==> src/rtl/pwm_pkg.sv <==
package pwm_pkg;
  localparam int DIV_W        = 17;
  localparam int CODE_W       = 4;
  localparam int CTRL_EN_BIT  = 4;
  localparam int CTRL_POL_BIT = 5;
  localparam int CTRL_GATE_BIT = 6;
  localparam int CTRL_USED_W  = 7;

  // Divisor table; zero marks a reserved code.
  function automatic logic [DIV_W-1:0] psc_div(input logic [CODE_W-1:0] code);
    case (code)
      4'h0:    return DIV_W'(120);
      4'h1:    return DIV_W'(180);
      4'h2:    return DIV_W'(240);
      4'h3:    return DIV_W'(360);
      4'h4:    return DIV_W'(480);
      4'h8:    return DIV_W'(12000);
      4'h9:    return DIV_W'(24000);
      4'hA:    return DIV_W'(36000);
      4'hB:    return DIV_W'(48000);
      4'hC:    return DIV_W'(72000);
      4'hF:    return DIV_W'(1);
      default: return '0;
    endcase
  endfunction

  function automatic logic psc_ok(input logic [CODE_W-1:0] code);
    return psc_div(code) != '0;
  endfunction
endpackage

==> src/rtl/pwm_regs.sv <==
module pwm_regs #(
  parameter int DW = 32,
  parameter int AW = 3,
  parameter int CTRL_OUT_W = 7
) (
  input  logic                  clk,
  input  logic                  rst_n,
  input  logic [AW-1:0]         addr,
  input  logic [DW-1:0]         wdata,
  input  logic                  we,
  input  logic                  re,
  output logic [DW-1:0]         rdata,
  output logic [CTRL_OUT_W-1:0] ctrl_o,
  output logic [DW-1:0]         timing_o
);
  localparam logic [AW-1:0] OFS_CTRL   = AW'(0);
  localparam logic [AW-1:0] OFS_TIMING = AW'(4);

  logic [DW-1:0] ctrl_q, timing_q;

  always_ff @(posedge clk) begin
    if (!rst_n) begin
      ctrl_q   <= '0;
      timing_q <= '0;
      rdata    <= '0;
    end else begin
      if (we && addr == OFS_CTRL)   ctrl_q   <= wdata;
      if (we && addr == OFS_TIMING) timing_q <= wdata;
      if (re) begin
        case (addr)
          OFS_CTRL:   rdata <= ctrl_q;
          OFS_TIMING: rdata <= timing_q;
          default:    rdata <= '0;
        endcase
      end
    end
  end

  assign ctrl_o   = ctrl_q[CTRL_OUT_W-1:0];
  assign timing_o = timing_q;

  assert_ctrl_write_R1: assert property (@(posedge clk) disable iff (!rst_n)
    (we && addr == OFS_CTRL) |=> (ctrl_q == $past(wdata)));
endmodule

==> src/rtl/pwm_prescaler.sv <==
module pwm_prescaler
  import pwm_pkg::*;
#(
  parameter int PW = DIV_W
) (
  input  logic              clk,
  input  logic              rst_n,
  input  logic [CODE_W-1:0] code_i,
  input  logic              gate_i,
  input  logic              en_i,
  output logic              run_o,
  output logic              tick_o
);
  logic [CODE_W-1:0] act_code;
  logic [PW-1:0]     pcnt;
  logic [PW-1:0]     last;

  // Code is sampled only while the gate is off.
  always_ff @(posedge clk) begin
    if (!rst_n)       act_code <= '0;
    else if (!gate_i) act_code <= code_i;
  end

  assign last   = PW'(psc_div(act_code)) - PW'(1);
  assign run_o  = en_i && gate_i && psc_ok(act_code);
  assign tick_o = run_o && (pcnt == last);

  always_ff @(posedge clk) begin
    if (!rst_n || !run_o) pcnt <= '0;
    else if (pcnt == last) pcnt <= '0;
    else                   pcnt <= pcnt + PW'(1);
  end

  assert_code_frozen_R7: assert property (@(posedge clk) disable iff (!rst_n)
    gate_i |=> (!gate_i || act_code == $past(act_code)));
endmodule

==> src/rtl/pwm_wave.sv <==
module pwm_wave #(
  parameter int CW = 16
) (
  input  logic          clk,
  input  logic          rst_n,
  input  logic          run_i,
  input  logic          tick_i,
  input  logic          pol_i,
  input  logic [CW-1:0] end_i,
  input  logic [CW-1:0] duty_i,
  output logic          pwm_o
);
  logic [CW-1:0] cnt, act_end, act_duty;
  logic          active;

  always_ff @(posedge clk) begin
    if (!rst_n) begin
      cnt      <= '0;
      act_end  <= '0;
      act_duty <= '0;
    end else if (!run_i) begin
      cnt      <= '0;
      act_end  <= end_i;
      act_duty <= duty_i;
    end else if (tick_i) begin
      if (cnt == act_end) begin
        cnt      <= '0;
        act_end  <= end_i;
        act_duty <= duty_i;
      end else begin
        cnt <= cnt + CW'(1);
      end
    end
  end

  assign active = run_i && (cnt < act_duty);
  assign pwm_o  = active ? pol_i : !pol_i;

  assert_cnt_in_range_R4: assert property (@(posedge clk) disable iff (!rst_n)
    cnt <= act_end);
  assert_stop_clears_R6: assert property (@(posedge clk) disable iff (!rst_n)
    !run_i |=> (cnt == '0));
  assert_shadow_held_R8: assert property (@(posedge clk) disable iff (!rst_n)
    (run_i && !(tick_i && cnt == act_end)) |=> ($stable(act_end) && $stable(act_duty)));
endmodule

==> src/rtl/pwm_timer.sv <==
module pwm_timer
  import pwm_pkg::*;
#(
  parameter int DW = 32,
  parameter int AW = 3,
  parameter int CW = 16
) (
  input  logic          clk,
  input  logic          rst_n,
  input  logic [AW-1:0] bus_addr,
  input  logic [DW-1:0] bus_wdata,
  input  logic          bus_we,
  input  logic          bus_re,
  output logic [DW-1:0] bus_rdata,
  output logic          pwm_o
);
  logic [CTRL_USED_W-1:0] ctrl;
  logic [DW-1:0]          timing;
  logic                   run, tick;

  pwm_regs #(.DW(DW), .AW(AW), .CTRL_OUT_W(CTRL_USED_W)) u_regs (
    .clk(clk), .rst_n(rst_n), .addr(bus_addr), .wdata(bus_wdata),
    .we(bus_we), .re(bus_re), .rdata(bus_rdata),
    .ctrl_o(ctrl), .timing_o(timing)
  );

  pwm_prescaler #(.PW(DIV_W)) u_psc (
    .clk(clk), .rst_n(rst_n), .code_i(ctrl[CODE_W-1:0]),
    .gate_i(ctrl[CTRL_GATE_BIT]), .en_i(ctrl[CTRL_EN_BIT]),
    .run_o(run), .tick_o(tick)
  );

  pwm_wave #(.CW(CW)) u_wave (
    .clk(clk), .rst_n(rst_n), .run_i(run), .tick_i(tick),
    .pol_i(ctrl[CTRL_POL_BIT]),
    .end_i(timing[2*CW-1:CW]), .duty_i(timing[CW-1:0]),
    .pwm_o(pwm_o)
  );
endmodule

==> config.mk <==
export PLATFORM = sky130hd
export DESIGN_NAME = pwm_timer
export DESIGN_NICKNAME = d
export VERILOG_FILES = /design/src/rtl/pwm_pkg.sv /design/src/rtl/pwm_regs.sv /design/src/rtl/pwm_prescaler.sv /design/src/rtl/pwm_wave.sv /design/src/rtl/pwm_timer.sv
export SDC_FILE = /design/constraint.sdc
export NUM_CORES = 1
export LEC_CHECK = 0
export ABC_CLOCK_PERIOD_IN_PS = 4000
export BUFFER_PORTS_ARGS = -buffer_cell sky130_fd_sc_hd__buf_4
export CORE_AREA = 2 2 131 183
export DETAILED_ROUTE_END_ITERATION = 10
export DIE_AREA = 0 0 133 185
export SYNTH_ARGS = -nofsm -noshare
export SYNTH_HDL_FRONTEND = slang
export SYNTH_HIERARCHICAL = 1
export SYNTH_SLANG_ARGS = --single-unit
==> constraint.sdc <==
create_clock -name clk -period 4 [get_ports clk]
set_input_delay 0.8 -clock clk [delete_from_list [all_inputs] [get_ports clk]]
set_output_delay 0.8 -clock clk [all_outputs]
set_load 0.01 [all_outputs]
==> impl_metrics.py <==
metrics = {
    "run_status": {
        "run_status": "completed",
    },
    "finish": {
        "final_nets": 1060,
        "fillCellCount": 2234,
        "multiInputGateArea_mm2": 0.00492,
        "area_delta_synth_final_pct": 13.0,
        "regArea_mm2": 0.00360,
        "finish.utilization": 0.444,
        "diodes": 0,
        "drive_above_1_share": 0.134,
    },
    "critical_path": {
        "crit_cells": 8,
        "reg2regPathDepth": 11,
        "worstSetupEndpointType": "output pin",
        "cp_cell_sequence": "inv_1 > ha_1 > nor4b_1 > a31oi_4 > o311ai_0 > nor4_2 > xnor2_1 > buf_4",
        "cp_slowest_stage_delay_ps": 480,
        "cp_max_fo": 9,
        "critPathLaunchType": "register",
        "crit_type": "register to output pin",
        "critPathBufInv": 2,
        "worstPathArrival_ps": 2740,
        "rrSetupSlack_ps": 590,
        "cp.required_ps": 3200,
        "crit_slowest_cell": "nor4_2",
        "crit_family": "simple AND/OR/NAND/NOR gates",
    },
    "sta": {
        "grt_setup_unrepaired": "false",
        "min_period_over_period": 0.886,
        "period_needed_ps": 3540,
        "fmax_mhz": 282,
        "setup_violations": 0,
        "relSlewSlack": 0.393,
        "hold_viol": 0,
        "worst_slew_pin_slew_ps": 907,
        "tns_ps": 0,
        "maxSlewViolCount": 0,
        "fin_worst_skew_ps": 9.82,
    },
    "synthesis": {
        "synth_compound_area_frac": 0.0578,
        "synthFlopType": "dfxtp_1",
        "yosysMostFrequentCell": "dfxtp_1",
        "netlist.top_cell.by_area": "dfxtp_1",
        "synth_seq_area_share": 0.398,
        "synth_fp_nets": 1044,
        "synthTopCellsByArea": "dfxtp_1 40%, mux2i_1 11%, nand4_1 7.5%, nand2_1 5.1%, xnor2_1 4.5%",
        "yosysUniqueCellTypes": 61,
        "synth_area_mm2": 0.00905,
        "synth_top_area_share": 0.398,
        "yosys_register_bits": 180,
        "synth_xor_area_frac": 0.0648,
        "async_flop_share": 0,
        "synth_cells": 983,
        "synth_commonest_cells": "180 x dfxtp_1, 124 x nand2_1, 109 x nand4_1",
        "synth_edf_count": 0,
        "ys_warn_count": 6,
        "synthAdderAreaFrac": 0.0304,
        "synth.area.mux_share": 0.112,
        "synth_top_family_by_area": "simple AND/OR/NAND/NOR gates",
        "syn_avg_cell_area_um2": 9.21,
        "yosys.area_share.simple": 0.275,
    },
    "clock_network": {
        "root_buffer": "clkbuf_16",
        "cts_hold_buf": 0,
        "cts.path.max_buffers": 2,
        "cts_setup_buffers": 0,
        "clkSlewWorstSetupHoldPaths_ps": 70,
        "cts_tree": "yes",
        "htree_levels": 4,
        "ctsResizeCount": 0,
        "cts_sinks": 180,
        "clock_latency_ps": 430,
        "numCtsBuffers": 17,
    },
    "grt": {
        "grt-ovfl-total": 0,
        "antenna_found_initial": 0,
        "grtUsageTotal": 0.175,
        "grt_pass1_vias": 6710,
        "grt_first_pass_wirelength_mm": 34.8,
        "grt_max_degree": 136,
    },
    "power": {
        "irDropWorstVdd_mv": 0.292,
        "p_per_area_mw_per_mm2": 366,
        "power_leakage_nw": 3.86,
    },
    "floorplan": {
        "die-area_mm2": 0.0246,
        "die_h_um": 185,
        "rows": 66,
        "floorplan.die.width_um": 133,
        "io_pins": 72,
        "coreArea_mm2": 0.0230,
        "initial_core_util": 0.393,
    },
    "route": {
        "viasPerCell": 5.38,
        "dr.pass1.iters": 5,
        "drc": 0,
        "vias": 7066,
        "drt_iter0_drc": 410,
        "postRouteAntennaNets": 0,
        "routedWlPerCell_um": 16.1,
        "wl_mm": 21.1,
    },
    "worst_hold_path": {
        "hold_path.class": "register to register",
        "hold_path_depth": 2,
    },
    "placed_design": {
        "place_hpwl_mm": 14.0,
        "io_buffers": 71,
        "gp_congestion": 0.848,
    },
    "flow_run": {
        "max_cap_viol_count": 0,
    },
}
-- layout by cell type, fill, tap and decap left out, types with 3 or more instances in the layout --
master | synthesis | layout
dfxtp_1 | 180 | 180
nand2_1 | 124 | 124
nand4_1 | 109 | 109
mux2i_1 | 97 | 97
buf_4 | 15 | 82
xnor2_1 | 46 | 46
nor2_1 | 46 | 45
o2bb2ai_1 | 32 | 32
nand4b_1 | 32 | 32
nand3b_1 | 32 | 32
inv_1 | 27 | 27
ha_1 | 22 | 22
nor4_1 | 21 | 21
xor2_1 | 21 | 21
clkbuf_16 | 0 | 17
nor3_1 | 13 | 13
a21oi_1 | 12 | 12
nand3_1 | 12 | 12
o21ai_0 | 8 | 8
and3_1 | 5 | 5
mux2_2 | 4 | 4
bufinv_16 | 0 | 3
or4_1 | 3 | 3
nor2b_1 | 4 | 3
-- power by group --
| group | internal (W) | leakage (nW) | total (W) | switching (W) |
|---|---|---|---|---|
| combinational | 0.0000905 | 2.13 | 0.000215 | 0.000124 |
| sequential | 0.00181 | 1.45 | 0.00183 | 0.0000209 |
| clock | 0.000990 | 0.279 | 0.00170 | 0.000706 |
| total | 0.00289 | 3.86 | 0.00374 | 0.000851 |
-- per-layer routing --
metal / up-vias / global-route usage / part of all wire
met2: 115 / 0.299 / 0.49
met1: 3338 / 0.220 / 0.46
met4: 0 / 0.0658 / 0.019
met5: - / 0 / 0
met3: 23 / 0.0287 / 0.026
li1: 3590 / - / -
-- worst register-to-register path, delay by kind of cell (launching register included) --
family          cells  cell delay [ps]
buf+inv             1              210
flops               1              370
xor+xnor            1              160
simple gates        8             2420
compound gates      1              130
-- area by class of cell --
cell class / count / area share
multi-input cells: 689 / 0.481
clock buffers: 20 / 0.0437
flip-flops and latches: 180 / 0.352
inverters: 27 / 0.00991
repair buffers: 84 / 0.0632
well taps: 306 / 0.0374
clock inverters: 8 / 0.0126
-- registers in the layout, summed over array words and instances (netlist names), named ones only --
name,cells
u_psc/pcnt,17
u_regs/ctrl_q,32
u_wave/cnt,16
u_regs/rdata,32
u_psc/act_code,4
u_regs/timing_o,32
u_wave/act_duty,16
u_wave/act_end,16
-- path summary, 6_finish.rpt --
kind | start | end
setup / recovery | register | pwm_o
hold / removal | u_regs/ctrl_q[11] | u_regs/ctrl_q[11]
setup reg to reg | register | u_wave/cnt[15]
hold reg to reg | u_regs/ctrl_q[11] | u_regs/ctrl_q[11]
-- cells by family after synthesis --
kind of cell    after synthesis
buf+inv                     114
compound gates               68
simple gates                431
mux                         101
fa+ha+maj                    22
xor+xnor                     67
flops                       180
-- stage by stage --
stage	total power [W]	setup slack [ps]	hold slack (ps)	instance area (µm²)	cells
6_report	0.00374	457	458	10200	1314
5_1_grt	0.00388	205	473	10200	1314
4_1_cts	0.00379	396	458	10200	1314
3_5_place_dp	0.00209	563	446	9650	1286
3_3_place_gp	0.00209	632	442	9650	1286
2_1_floorplan	0.00203	393	434	9050	983
Power figures use the tool's default switching activity.
